**config.mk**
```make
export PLATFORM = sky130hd
export DESIGN_NAME = cpu_port_arb
export DESIGN_NICKNAME = d
export VERILOG_FILES = /design/src/rtl/cpu_port_pkg.sv /design/src/rtl/cpu_bus_front.sv /design/src/rtl/cpu_port_regs.sv /design/src/rtl/cpu_mem_arb.sv /design/src/rtl/cpu_port_arb.sv
export SDC_FILE = /design/constraint.sdc
export NUM_CORES = 1
export LEC_CHECK = 0
export BUFFER_PORTS_ARGS = -buffer_cell sky130_fd_sc_hd__buf_2
export CAP_MARGIN = 20
export CORE_MARGIN = 5
export CORE_UTILIZATION = 52
export DETAILED_ROUTE_END_ITERATION = 8
export HOLD_SLACK_MARGIN = 0.05
export PLACE_DENSITY = 0.77
export SLEW_MARGIN = 20
export SYNTH_ARGS = -nofsm -noshare
export SYNTH_HDL_FRONTEND = slang
export SYNTH_SLANG_ARGS = --single-unit
```
**constraint.sdc**
```tcl
create_clock -name clk -period 2.3 [get_ports clk]
set_clock_uncertainty 0.05 [all_clocks]
set_input_delay 0 -clock clk [delete_from_list [all_inputs] [get_ports clk]]
set_output_delay 0 -clock clk [all_outputs]
set_load 0.005 [all_outputs]
```
**src/rtl/cpu_port_pkg.sv**
```systemverilog
package cpu_port_pkg;
   typedef enum logic [1:0] {
      ACC_IDLE,
      ACC_WAIT,
      ACC_CAPT,
      ACC_DONE
   } acc_state_t;

   localparam int unsigned REG_CTRL = 0;
   localparam int unsigned REG_STAT = 1;
   localparam int unsigned REG_MASK = 2;
   localparam int unsigned REG_CFG0 = 3;
   localparam int unsigned N_MEM    = 4;
endpackage

```
**src/rtl/cpu_bus_front.sv**
```systemverilog
// Bus-style inference, address latch and data-phase tracking.
module cpu_bus_front #(
   parameter int unsigned BUS_W = 8
) (
   input  logic             clk,
   input  logic             rst_n,
   input  logic             cs_n,
   input  logic             ale,
   input  logic             rd_ds_n,
   input  logic             wr_rw,
   input  logic [BUS_W-1:0] ad_in,
   output logic [BUS_W-1:0] addr_q,
   output logic             start,
   output logic             start_wr,
   output logic             active,
   output logic             stop
);
   logic rd_q, wr_q, use_wr_q;
   logic rd_fall, wr_fall;

   generate
      if (BUS_W < 8) begin : g_bad_bus
         $error("cpu_bus_front: BUS_W must be at least 8");
      end
   endgenerate

   always_comb begin
      rd_fall  = rd_q & ~rd_ds_n;
      // a falling write line only opens a phase while the read/data strobe is idle
      wr_fall  = wr_q & ~wr_rw & rd_ds_n;
      start    = ~active & ~cs_n & (rd_fall | wr_fall);
      start_wr = ~wr_rw;
      stop     = active & (cs_n | (use_wr_q ? wr_rw : rd_ds_n));
   end

   always_ff @(posedge clk or negedge rst_n) begin
      if (!rst_n) begin
         rd_q     <= 1'b1;
         wr_q     <= 1'b1;
         use_wr_q <= 1'b0;
         active   <= 1'b0;
         addr_q   <= '0;
      end else begin
         rd_q <= rd_ds_n;
         wr_q <= wr_rw;
         if (ale) addr_q <= ad_in;
         if (start) begin
            active   <= 1'b1;
            use_wr_q <= wr_fall;
         end else if (stop) begin
            active <= 1'b0;
         end
      end
   end
endmodule

```
**src/rtl/cpu_port_regs.sv**
```systemverilog
// Control, status, mask and configuration registers with interrupt.
module cpu_port_regs
   import cpu_port_pkg::*;
#(
   parameter int unsigned ADDR_W = 7,
   parameter int unsigned DATA_W = 8,
   parameter int unsigned PAGE_W = 5,
   parameter int unsigned SEL_W  = 3,
   parameter int unsigned N_ERR  = 4,
   parameter int unsigned N_CFG  = 3
) (
   input  logic                    clk,
   input  logic                    rst_n,
   input  logic                    wr_en,
   input  logic [ADDR_W-1:0]       addr,
   input  logic [DATA_W-1:0]       wdata,
   input  logic [N_ERR-1:0]        err_in,
   output logic [DATA_W-1:0]       rdata,
   output logic [PAGE_W-1:0]       page,
   output logic [SEL_W-1:0]        sel,
   output logic                    irq,
   output logic [N_CFG*DATA_W-1:0] cfg_out
);
   localparam logic [ADDR_W-1:0] A_CTRL = ADDR_W'(REG_CTRL);
   localparam logic [ADDR_W-1:0] A_STAT = ADDR_W'(REG_STAT);
   localparam logic [ADDR_W-1:0] A_MASK = ADDR_W'(REG_MASK);

   generate
      if (PAGE_W + SEL_W != DATA_W) begin : g_bad_ctrl
         $error("cpu_port_regs: page and select must fill one register");
      end
      if (N_ERR >= DATA_W) begin : g_bad_err
         $error("cpu_port_regs: N_ERR must be below DATA_W");
      end
      if (REG_CFG0 + N_CFG > (1 << ADDR_W)) begin : g_bad_cfg
         $error("cpu_port_regs: too many configuration registers");
      end
   endgenerate

   logic [DATA_W-1:0]       ctrl_q;
   logic [N_ERR-1:0]        mask_q, stat_q, stat_d, stat_clr;
   logic [N_CFG*DATA_W-1:0] cfg_q;

   assign stat_clr = (wr_en && addr == A_STAT) ? wdata[N_ERR-1:0] : '0;

   genvar gi;
   generate
      for (gi = 0; gi < N_ERR; gi++) begin : g_stat
         // a fresh error beats a clear in the same cycle
         assign stat_d[gi] = err_in[gi] | (stat_q[gi] & ~stat_clr[gi]);
      end
   endgenerate

   always_ff @(posedge clk or negedge rst_n) begin
      if (!rst_n) begin
         ctrl_q <= '0;
         mask_q <= '0;
         stat_q <= '0;
         cfg_q  <= '0;
      end else begin
         stat_q <= stat_d;
         if (wr_en && addr == A_CTRL) ctrl_q <= wdata;
         if (wr_en && addr == A_MASK) mask_q <= wdata[N_ERR-1:0];
         for (int i = 0; i < N_CFG; i++) begin
            if (wr_en && addr == ADDR_W'(REG_CFG0 + i))
               cfg_q[i*DATA_W +: DATA_W] <= wdata;
         end
      end
   end

   always_comb begin
      rdata = '0;
      if (addr == A_CTRL) rdata = ctrl_q;
      if (addr == A_STAT) rdata = {{(DATA_W-N_ERR){1'b0}}, stat_q};
      if (addr == A_MASK) rdata = {{(DATA_W-N_ERR){1'b0}}, mask_q};
      for (int i = 0; i < N_CFG; i++) begin
         if (addr == ADDR_W'(REG_CFG0 + i)) rdata = cfg_q[i*DATA_W +: DATA_W];
      end
   end

   assign page    = ctrl_q[PAGE_W-1:0];
   assign sel     = ctrl_q[PAGE_W +: SEL_W];
   assign irq     = |(stat_q & ~mask_q);
   assign cfg_out = cfg_q;

   // an error seen this cycle is recorded even when a clear coincides
   p_set_wins_r9: assert property (@(posedge clk) disable iff (!rst_n)
      (|err_in) |=> ((stat_q & $past(err_in)) == $past(err_in)));

   // the interrupt only rises after an error pulse or a register write
   p_irq_cause_r10: assert property (@(posedge clk) disable iff (!rst_n)
      $rose(irq) |-> $past((|err_in) || wr_en));
endmodule

```
**src/rtl/cpu_mem_arb.sv**
```systemverilog
// Fixed-slot arbiter sharing the memory port between TDM and CPU.
module cpu_mem_arb #(
   parameter int unsigned SLOT_PERIOD = 2
) (
   input  logic clk,
   input  logic rst_n,
   input  logic clk_ok,
   input  logic req,
   output logic grant,
   output logic tdm_turn
);
   localparam int unsigned CW = (SLOT_PERIOD > 1) ? $clog2(SLOT_PERIOD) : 1;
   localparam logic [CW-1:0] LAST = CW'(SLOT_PERIOD - 1);

   generate
      if (SLOT_PERIOD < 2) begin : g_bad_period
         $error("cpu_mem_arb: TDM needs at least one slot per period");
      end
   endgenerate

   logic [CW-1:0] cnt;
   logic          cpu_slot;

   generate
      if ((SLOT_PERIOD & (SLOT_PERIOD - 1)) == 0) begin : g_pow2
         always_ff @(posedge clk or negedge rst_n) begin
            if (!rst_n)      cnt <= '0;
            else if (clk_ok) cnt <= cnt + 1'b1;
         end
      end else begin : g_wrap
         always_ff @(posedge clk or negedge rst_n) begin
            if (!rst_n)      cnt <= '0;
            else if (clk_ok) cnt <= (cnt == LAST) ? '0 : cnt + 1'b1;
         end
      end
   endgenerate

   assign cpu_slot = clk_ok && (cnt == LAST);
   assign grant    = req && cpu_slot;
   assign tdm_turn = clk_ok && (cnt != LAST);

   // a CPU cycle is always followed by a TDM cycle while clocks run
   p_tdm_after_cpu_r7: assert property (@(posedge clk) disable iff (!rst_n)
      cpu_slot |=> (!clk_ok || tdm_turn));

   // the slot sequence freezes while the TDM clocks are absent
   p_freeze_r8: assert property (@(posedge clk) disable iff (!rst_n)
      !clk_ok |=> $stable(cnt));
endmodule

```
**src/rtl/cpu_port_arb.sv**
```systemverilog
// Top: multiplexed CPU port, register file, memory window and arbitration.
module cpu_port_arb
   import cpu_port_pkg::*;
#(
   parameter int unsigned BUS_W       = 8,
   parameter int unsigned PAGE_W      = 5,
   parameter int unsigned SEL_W       = 3,
   parameter int unsigned N_ERR       = 4,
   parameter int unsigned N_CFG       = 3,
   parameter int unsigned SLOT_PERIOD = 2
) (
   input  logic                   clk,
   input  logic                   rst_n,
   input  logic                   cs_n,
   input  logic                   ale,
   input  logic                   rd_ds_n,
   input  logic                   wr_rw,
   input  logic [BUS_W-1:0]       ad_in,
   output logic [BUS_W-1:0]       ad_out,
   output logic                   ad_oe,
   output logic                   ack,
   input  logic [N_ERR-1:0]       err_in,
   output logic                   irq,
   output logic [N_CFG*BUS_W-1:0] cfg_out,
   input  logic                   tdm_clk_ok,
   output logic                   tdm_turn,
   output logic                   mem_en,
   output logic                   mem_we,
   output logic [1:0]             mem_id,
   output logic [PAGE_W+BUS_W-2:0] mem_addr,
   output logic [BUS_W-1:0]       mem_wdata,
   input  logic [BUS_W-1:0]       mem_rdata
);
   localparam int unsigned LO_W    = BUS_W - 1;
   localparam int unsigned MADDR_W = PAGE_W + LO_W;
   localparam int unsigned MID_W   = $clog2(N_MEM);

   generate
      if (MID_W != 2) begin : g_bad_mid
         $error("cpu_port_arb: memory id port is two bits wide");
      end
   endgenerate

   logic [BUS_W-1:0]   addr_q, reg_rdata, rdata_q, wdata_q;
   logic               start, start_wr, active, stop;
   logic [PAGE_W-1:0]  page;
   logic [SEL_W-1:0]   sel;
   logic               mem_hit, reg_wr, req, grant;
   logic               acc_wr;
   logic [MID_W-1:0]   acc_id;
   logic [MADDR_W-1:0] acc_addr;
   acc_state_t         st;

   cpu_bus_front #(.BUS_W(BUS_W)) u_front (
      .clk(clk), .rst_n(rst_n), .cs_n(cs_n), .ale(ale), .rd_ds_n(rd_ds_n),
      .wr_rw(wr_rw), .ad_in(ad_in), .addr_q(addr_q), .start(start),
      .start_wr(start_wr), .active(active), .stop(stop)
   );

   assign reg_wr = start && !addr_q[BUS_W-1] && start_wr;

   cpu_port_regs #(
      .ADDR_W(LO_W), .DATA_W(BUS_W), .PAGE_W(PAGE_W), .SEL_W(SEL_W),
      .N_ERR(N_ERR), .N_CFG(N_CFG)
   ) u_regs (
      .clk(clk), .rst_n(rst_n), .wr_en(reg_wr), .addr(addr_q[LO_W-1:0]),
      .wdata(ad_in), .err_in(err_in), .rdata(reg_rdata), .page(page),
      .sel(sel), .irq(irq), .cfg_out(cfg_out)
   );

   assign req = (st == ACC_WAIT) && !stop;

   cpu_mem_arb #(.SLOT_PERIOD(SLOT_PERIOD)) u_arb (
      .clk(clk), .rst_n(rst_n), .clk_ok(tdm_clk_ok), .req(req),
      .grant(grant), .tdm_turn(tdm_turn)
   );

   assign mem_hit = (sel < SEL_W'(N_MEM));

   always_ff @(posedge clk or negedge rst_n) begin
      if (!rst_n) begin
         st       <= ACC_IDLE;
         acc_wr   <= 1'b0;
         acc_id   <= '0;
         acc_addr <= '0;
         rdata_q  <= '0;
         wdata_q  <= '0;
      end else begin
         unique case (st)
            ACC_IDLE: if (start) begin
               acc_wr  <= start_wr;
               wdata_q <= ad_in;
               if (!addr_q[BUS_W-1]) begin
                  rdata_q <= reg_rdata;
                  st      <= ACC_DONE;
               end else if (!mem_hit) begin
                  rdata_q <= '0;
                  st      <= ACC_DONE;
               end else begin
                  acc_addr <= {page, addr_q[LO_W-1:0]};
                  acc_id   <= sel[MID_W-1:0];
                  st       <= ACC_WAIT;
               end
            end
            ACC_WAIT: begin
               if (stop)       st <= ACC_IDLE;
               else if (grant) st <= ACC_CAPT;
            end
            ACC_CAPT: begin
               if (stop) st <= ACC_IDLE;
               else begin
                  rdata_q <= mem_rdata;
                  st      <= ACC_DONE;
               end
            end
            ACC_DONE: if (stop) st <= ACC_IDLE;
            default:  st <= ACC_IDLE;
         endcase
      end
   end

   assign ack       = (st == ACC_DONE);
   assign ad_oe     = ack && !acc_wr;
   assign ad_out    = rdata_q;
   assign mem_en    = grant;
   // odd ids are the read-only data memories
   assign mem_we    = grant && acc_wr && !acc_id[0];
   assign mem_id    = acc_id;
   assign mem_addr  = acc_addr;
   assign mem_wdata = wdata_q;

   // a register access is acknowledged on the following clock
   p_reg_ack_r4: assert property (@(posedge clk) disable iff (!rst_n)
      (st == ACC_IDLE && start && !addr_q[BUS_W-1]) |=> ack);

   // releasing chip select withdraws the acknowledge
   p_ack_release_r4: assert property (@(posedge clk) disable iff (!rst_n)
      (ack && cs_n) |=> !ack);

   // data memories never see a write strobe
   p_dmem_ro_r6: assert property (@(posedge clk) disable iff (!rst_n)
      mem_we |-> !mem_id[0]);

   // CPU memory cycles avoid TDM slots and stopped clocks
   p_mem_slot_r7: assert property (@(posedge clk) disable iff (!rst_n)
      mem_en |-> (!tdm_turn && tdm_clk_ok));
endmodule

```
* After elaboration in Yosys (flattened, before gate mapping)
Index checks and enable logic that the tools add are counted.
W data, S select, Z words.
** Word-level totals
- Input bits :: 27
- Bits in registers :: 86
- Logic and storage cells :: 111
** Operators by class
- $add $sub $neg :: 1
- Bitwise logic cells :: 27
- Equal/unequal tests :: 13
- Mux-type cells :: 23
- Reductions and logical operators :: 28
- Magnitude comparators :: 1
** Operators by type and width (number)
- $mux W8 :: 10
- $pmux W8 S2 :: 1
- $logic_and A1 B1 Y1 :: 15
- $eq A7 B2 Y1 const B :: 2
- $eq A7 B3 Y1 const B :: 2
- $mux W2 :: 7
- $and A1 B1 Y1 :: 10
- $not A1 Y1 :: 9
- $pmux W2 S4 :: 1
- $reduce_and A4 Y1 :: 2
- $eq A7 B1 Y1 const B :: 1
- $logic_not A7 Y1 :: 1
- $ne A3 B3 Y1 const B :: 2
- $or A1 B1 Y1 :: 6
- $and A4 B4 Y4 :: 1
- $eq A2 B2 Y1 const B :: 2
- $logic_not A1 Y1 :: 4
- $mux W4 :: 1
- $ne A2 B2 Y1 const B :: 2
- $not A4 Y4 :: 1
- $reduce_bool A2 Y1 :: 2
- $reduce_or A4 Y1 :: 1
- $lt A3 B3 Y1 const B :: 1
- $mux W1 :: 3
- 6 further kinds :: 6

* Longest topological paths before layout
Gate-level depths: netlist of the first run.
- Word-level depth :: 12
- Depth in mapped cells :: 6
- Mapped depth without buffers :: 5

* By module
From an unflattened synthesis of the first run, not the netlist that was laid out.
** Second synthesis, totals
- Cells, all modules :: 307
- Area, all modules :: 4026.4 um2
** Modules (own cells, without submodules)
- cpu_port_regs :: area each 2014.4 um2, cells each 161, sequential area each 1001.0 um2, instances 1
- cpu_port_arb :: area each 1477.7 um2, cells each 109, sequential area each 825.8 um2, instances 1
- cpu_bus_front :: area each 484.2 um2, cells each 33, sequential area each 302.8 um2, instances 1
- cpu_mem_arb :: area each 50.0 um2, cells each 4, sequential area each 25.0 um2, instances 1

* Worst setup path after synthesis of the first run
OpenSTA, ideal clock, no wires.
- Kind :: reg-to-reg
- From :: reg u_front.wr_q
- To :: reg u_regs.ctrl_q[0]
- Stages on the path, launching flop included :: 7
- Clock period less this slack :: 2030 ps
- Arrival time :: 1855 ps
- Required time :: 2125 ps
- Setup time :: 125 ps
- Path slack :: 270 ps
- Cells stage by stage :: dfstp_2 nand3b_4 a211oi_4 nand3b_2 or3_1 buf_6 mux2_4
** On the way
- Cells in the longest elaborated chain, start to end :: 7
** RTL lines
- from (decl) :: RTL line cpu_bus_front.sv:18 : logic rd_q, wr_q, use_wr_q;
- from (signal assigned) :: RTL line cpu_bus_front.sv:45 : wr_q <= wr_rw;
- $and A1 B1 Y1 (2 in series) :: RTL line cpu_bus_front.sv:30 : wr_fall = wr_q & ~wr_rw & rd_ds_n;
- $or A1 B1 Y1 :: RTL line cpu_bus_front.sv:31 : start = ~active & ~cs_n & (rd_fall | wr_fall);
- $and A1 B1 Y1 :: RTL line cpu_bus_front.sv:31
- $logic_and A1 B1 Y1 (2 in series) :: RTL line cpu_port_arb.sv:60 : assign reg_wr = start && !addr_q[BUS_W-1] && start_wr;
- $logic_and A1 B1 Y1 :: RTL line cpu_port_regs.sv:62 : if (wr_en && addr == A_CTRL) ctrl_q <= wdata;
- to (signal assigned) :: RTL line cpu_port_regs.sv:62
- to (decl) :: RTL line cpu_port_regs.sv:40 : logic [DATA_W-1:0] ctrl_q;
No other way between the ends.
A chain may end at the register's enable or synchronous reset.

* Final worst setup path of the first run
Ends and elaborated chain as after synthesis.

==> impl_metrics.py, run 1 <==
metrics = {
    "clock_tree": {
        "clock_latency_ns": 0.35,
        "path_clk_slew_ns": 0.08,
        "cts-buffers-inserted": 9,
        "cts_tree": "done",
        "cts_setup_buffers": 0,
        "cts.sinks": 86,
        "htree_num_levels": 3,
        "clockRootBuffer": "clkbuf_8",
        "cts_buffer_depth": 2,
    },
    "synthesis": {
        "ys_top_cells_by_area": "dfrtp_1, mux2_2, o21ai_0",
        "seq_area_frac_synth": 0.562,
        "yosysWarnings": 0,
        "yosysTopAreaCellShare": 0.548,
        "synth-main-ff-cell": "dfrtp_1",
        "syn_avg_cell_area_um2": 12.8,
        "netlist_area_mm2": 0.00383,
        "syn-instance-count": 300,
        "synthDistinctLibCells": 42,
        "synthArstFlopShare": 1.00,
        "synth_edf_count": 0,
        "synth_nets": 327,
        "yosysTopAreaCell": "dfrtp_1",
        "synth-seq-cells": 86,
    },
    "power": {
        "power_density_mw_per_mm2": 771,
        "power.total_mw": 3.80,
        "combinationalPowerShare": 0.231,
        "p_sw_mw": 1.10,
        "clockPowerShare": 0.250,
        "seq_power_share": 0.519,
        "p_leak_nw": 2.48,
        "sw_frac_of_total": 0.291,
        "p_int_mw": 2.69,
        "vdd.ir_drop.worst_uv": 484,
    },
    "worst_setup_path": {
        "cpLargestDelayFamily": "simple AND/OR/NAND/NOR gates",
        "crit_fanout": 8,
        "crit_buf_inv": 0,
        "path_depth": 5,
        "path_class": "reg -> reg",
        "crit_required_ns": 2.48,
        "crit_path_end_kind": "register",
        "r2r_cells": 5,
        "worstReg2RegStart": "u_front.wr_q$_DFF_PN1_",
        "cp-start-kind": "register",
        "crit_path_max_incr_delay_ns": 0.55,
        "r2r_setup_slack_ns": 0.12,
        "crit_arrival_ns": 2.36,
        "timing.rr.end": "u_regs.ctrl_q[0]$_DFFE_PN0P_",
        "worstPathCellList": "nand3b_4, a211oi_4, nand3b_2, or3_1, mux2_4",
        "cp_slowest_cell": "dfstp_2",
    },
    "sta": {
        "fmax_mhz": 458,
        "min_period_ns": 2.18,
        "tns_ns": 0,
        "final.setup.worst_slack_ns": 0.116,
        "setup_viol": 0,
        "slew_violations": 0,
        "final-hold-violation-count": 0,
        "rsz0062_at_grt": "no",
        "fin_crit_sh": 0.949,
        "relSlewSlack": 0.600,
        "holdWs_ns": 0.104,
        "tightest_slew_ns": 0.595,
    },
    "job": {
        "cap_violations": 0,
    },
    "drt": {
        "drt_iter0_drc": 130,
        "wl_per_cell_um": 17.2,
        "ant_nets": 0,
        "viasPerCell": 5.42,
        "drtPass1Iterations": 5,
        "route.detailed.drc": 0,
        "routed_wl_um": 9220,
        "vias": 2899,
    },
    "floorplanning": {
        "die_w_um": 95.9,
        "core_mm2": 0.00721,
        "ios": 87,
        "placementRows": 31,
        "fp.dieArea_mm2": 0.00919,
        "die_y_um": 95.9,
        "initial_utilization": 0.531,
    },
    "placed_design": {
        "place_ws_ns": 0.131,
        "place_congestion": 0.873,
        "io_buffers": 86,
        "dpl.hpwl_um": 6760,
    },
    "worst_hold_path": {
        "whs_path_depth": 4,
        "hold_path_end": "ad_out[0]$_DFFE_PN0P_",
        "hold_start": "mem_rdata[0]",
        "hold_path.class": "in -> reg",
    },
    "grt": {
        "grt_pass1_wl_um": 14800,
        "track_usage": 0.215,
        "grt_pass1_vias": 3008,
        "antenna_found_initial": 0,
        "grt_overflow": 0,
        "grt_max_degree": 47,
    },
    "final_layout": {
        "nNetsFinal": 458,
        "final_common_cell": "buf_2",
        "final_cell_mix": "buf_2, dfrtp_1, mux2_2",
        "area_delta_synth_final_pct": 28.5,
        "diodes": 0,
        "final_layout_size_suffix_gt1_frac": 0.454,
    },
    "status": {
        "outcome": "finished clean",
    },
}
power by group through the flow:
stage	registers, mW	clock network (mW)	logic, mW
after detailed placement	2.00	0	0.851
final	1.97	0.951	0.877
after global placement	1.98	0	0.827
after CTS	1.97	0.974	0.889
after global routing	2.01	1.03	0.988
after floorplan	1.94	0	0.480
per-layer routing:
layer / global-route usage / share of wire
met5: 0 / 0
met4: 0.0770 / 0.012
met3: 0.0407 / 0.048
met2: 0.364 / 0.50
met1: 0.274 / 0.44
worst max-delay path by stage:
| stage | startpoint | to | slack (ns) |
|---|---|---|---|
| global placement | u_front.wr_q$_DFF_PN1_ | u_regs.ctrl_q[3]$_DFFE_PN0P_ | 0.19 |
| detailed placement | u_front.wr_q$_DFF_PN1_ | u_regs.ctrl_q[7]$_DFFE_PN0P_ | 0.13 |
| global route | u_front.wr_q$_DFF_PN1_ | u_regs.ctrl_q[2]$_DFFE_PN0P_ | 0.05 |
| CTS | u_front.wr_q$_DFF_PN1_ | u_regs.ctrl_q[7]$_DFFE_PN0P_ | 0.13 |
| floorplan | u_front.wr_q$_DFF_PN1_ | u_regs.ctrl_q[0]$_DFFE_PN0P_ | 0.27 |
| finish | u_front.wr_q$_DFF_PN1_ | u_regs.ctrl_q[0]$_DFFE_PN0P_ | 0.12 |
cells in the mapped netlist, types with 2 or more instances:
| cell type | instances |
|---|---|
| nand3_1 | 5 |
| a21boi_0 | 3 |
| nand2_1 | 30 |
| inv_1 | 6 |
| dfstp_2 | 2 |
| clkbuf_1 | 8 |
| o21ai_0 | 25 |
| mux2_4 | 8 |
| o22ai_1 | 2 |
| a21oi_1 | 2 |
| nor4_1 | 3 |
| mux4_2 | 3 |
| nor2_1 | 10 |
| mux2_2 | 60 |
| a21o_1 | 5 |
| nor2b_1 | 5 |
| nor3_1 | 3 |
| o211ai_1 | 4 |
| a22oi_1 | 8 |
| dfrtp_1 | 84 |
| nor2_2 | 3 |
what timing repair did:
item,CTS,global route
hold buffers,25,0
resized for setup,0,0
hold endpoints to repair,114,0
metrics by stage:
step | instances | utilization | cell area, um2
floorplan | 300 | - | 3830
global placement | 494 | 0.623 | 4500
CTS | 535 | 0.683 | 4920
global route | 535 | 0.683 | 4920
detailed placement | 494 | 0.623 | 4500
finish | 535 | 0.683 | 4920
state kept, by name, indices dropped and copies added (netlist names), 2 cells and up:
register and flops:
mem_addr 12, u_front.addr_q 8, st 2, u_regs.mask_q 4, u_regs.cfg_out 24, u_regs.stat_q 4
mem_wdata 8, u_regs.ctrl_q 8, mem_id 2, ad_out 8
logic make-up (layout without fill, tap and decap cells):
logic type      Yosys count  in the layout  share of synthesized area
xor+xnor                  1              1                    0.00229
simple gates             69             69                     0.0927
mux                      72             72                      0.228
buf+inv                  15            151                     0.0166
compound gates           57             57                     0.0986
flops                    86             86                      0.562
area by class of cell:
class                           instances  area, um2
Clock buffer                           13        159
Clock inverter                          3       18.8
Fill cell                             545       2290
Inverter                                6       22.5
Multi-Input combinational cell        199       1620
Sequential cell                        86       2150
Tap cell                               99        124
Timing Repair Buffer                  129        831
tightest hold or removal path: stages:
cell	delay [ns]
buf_2	0.08
nand2_1	0.05
a22oi_1	0.17
mux2_2	0.17
No activity file was read; power rests on OpenSTA's default activity.
==> run 2, diff against run 1 <==
clock period = 2.1 ns   (was 2.3 ns; I/O delays follow)
==> impl_metrics.py, run 2 (synthesized netlist as in run 1, its figures left out) <==
metrics = {
    "sta": {
        "min_period_ns": 2.07,
        "final-hold-violation-count": 0,
        "fin_crit_sh": 0.986,
        "slew_violations": 0,
        "tightest_slew_ns": 0.624,
        "fmax_mhz": 483,
        "final.setup.worst_slack_ns": 0.0297,
        "holdWs_ns": 0.0650,
        "relSlewSlack": 0.584,
        "setup_viol": 0,
    },
    "floorplanning": {
        "initial_utilization": 0.531,
        "die_w_um": 95.9,
        "core_mm2": 0.00721,
        "fp.dieArea_mm2": 0.00919,
        "die_y_um": 95.9,
        "ios": 87,
        "placementRows": 31,
    },
    "drt": {
        "viasPerCell": 5.53,
        "ant_nets": 0,
        "drt_iter0_drc": 166,
        "routed_wl_um": 9820,
        "drtPass1Iterations": 4,
        "wl_per_cell_um": 18.2,
        "vias": 2985,
        "route.detailed.drc": 0,
    },
    "power": {
        "sw_frac_of_total": 0.290,
        "combinationalPowerShare": 0.230,
        "p_int_mw": 3.06,
        "vdd.ir_drop.worst_uv": 445,
        "power_density_mw_per_mm2": 859,
        "seq_power_share": 0.503,
        "p_leak_nw": 2.53,
        "clockPowerShare": 0.267,
        "p_sw_mw": 1.25,
    },
    "grt": {
        "grt_overflow": 0,
        "track_usage": 0.229,
        "antenna_found_initial": 0,
        "grt_pass1_vias": 3051,
        "grt_max_degree": 51,
        "grt_pass1_wl_um": 15700,
    },
    "placed_design": {
        "place_congestion": 0.905,
        "dp_cells": 499,
        "io_buffers": 86,
        "dpl.hpwl_um": 7040,
        "place_ws_ns": 0.0293,
        "dpl_cell_area_mm2": 0.00453,
    },
    "final_layout": {
        "final_cell_mix": "buf_2, dfrtp_1, mux2_2",
        "nNetsFinal": 463,
        "fin_area_mm2": 0.00501,
        "area_delta_synth_final_pct": 30.6,
        "final_layout_size_suffix_gt1_frac": 0.476,
        "largest_reg_flops": 24,
        "final_common_cell": "buf_2",
        "fillCellCount": 543,
        "fin_cells": 540,
        "diodes": 0,
    },
    "worst_setup_path": {
        "timing.rr.end": "u_regs.ctrl_q[5]$_DFFE_PN0P_",
        "r2r_setup_slack_ns": 0.03,
        "crit_required_ns": 2.29,
        "crit_path_end_kind": "register",
        "cp-start-kind": "register",
        "r2r_cells": 6,
        "path_class": "reg -> reg",
        "crit_fanout": 4,
        "worstReg2RegStart": "u_front.rd_q$_DFF_PN1_",
        "crit_arrival_ns": 2.26,
    },
    "job": {
        "cap_violations": 0,
    },
    "worst_hold_path": {
        "hold_path_end": "ad_out[0]$_DFFE_PN0P_",
        "whs_path_depth": 4,
        "hold_path.class": "in -> reg",
        "hold_start": "mem_rdata[0]",
    },
    "clock_tree": {
        "path_clk_slew_ns": 0.08,
        "htree_num_levels": 3,
        "cts-buffers-inserted": 9,
        "clockRootBuffer": "clkbuf_8",
        "cts.sinks": 86,
        "cts_buffer_depth": 2,
        "clock_latency_ns": 0.35,
        "cts_tree": "done",
    },
    "status": {
        "outcome": "finished clean",
    },
}
-- run 2: worst max-delay path by stage --
stage | slack, ns | startpoint | cells past startpoint | to
5_1_grt | -0.01 | u_front.rd_q$_DFF_PN1_ | 6 | u_regs.ctrl_q[0]$_DFFE_PN0P_
6_report | 0.03 | u_front.rd_q$_DFF_PN1_ | 6 | u_regs.ctrl_q[5]$_DFFE_PN0P_
4_1_cts | 0.01 | u_front.wr_q$_DFF_PN1_ | 6 | u_regs.ctrl_q[5]$_DFFE_PN0P_
2_1_floorplan | 0.07 | u_front.wr_q$_DFF_PN1_ | 6 | u_regs.ctrl_q[0]$_DFFE_PN0P_
3_5_place_dp | 0.03 | u_front.wr_q$_DFF_PN1_ | 6 | u_regs.ctrl_q[5]$_DFFE_PN0P_
3_3_place_gp | 0.10 | u_front.wr_q$_DFF_PN1_ | 6 | u_regs.ctrl_q[0]$_DFFE_PN0P_
-- run 2: worst max-delay path: stages (launching register included) --
cell      delay (ns)
dfstp_2         0.56
nand2b_4        0.08
a211oi_4        0.32
nand3b_4        0.12
or3_4           0.35
buf_4           0.17
mux2_4          0.30
-- run 2: power by group through the flow --
stage | sequential (mW) | clock [mW] | combinational (mW)
2_1_floorplan | 2.13 | 0 | 0.525
3_3_place_gp | 2.17 | 0 | 0.927
3_5_place_dp | 2.19 | 0 | 0.948
4_1_cts | 2.16 | 1.15 | 0.991
5_1_grt | 2.21 | 1.23 | 1.10
6_report | 2.17 | 1.15 | 0.988
-- run 2: layer usage --
metal  vias up  GRT usage  routed length, um
li1       1365          -                  -
met1      1497      0.300               4180
met5         -          0                  0
met3        24     0.0344                541
met2        99      0.376               4890
met4         0      0.103                210
-- run 2: final cells by class --
class	count	area, um2	area share
flip-flops and latches	86	2150	0.430
multi-input cells	199	1650	0.329
repair buffers	134	863	0.172
clock buffers	13	149	0.0297
well taps	99	124	0.0247
clock inverters	3	43.8	0.00875
inverters	6	22.5	0.00450
-- run 2: through the flow --
step / util / power [mW] / TNS, ns
floorplan: - / 2.65 / 0
global placement: 0.629 / 3.10 / 0
detailed placement: 0.629 / 3.14 / 0
CTS: 0.688 / 4.30 / 0
global route: 0.694 / 4.54 / -0.0668
finish: 0.694 / 4.30 / 0
-- run 2: what timing repair did --
action / in CTS / in global routing
gates cloned: 0 / 0
pin swaps: 0 / 1
gates resized for setup: 1 / 6
endpoints found under the setup margin: 1 / 22
hold endpoints to repair: 117 / 0
buffers inserted: 0 / 2
hold buffers: 23 / 0
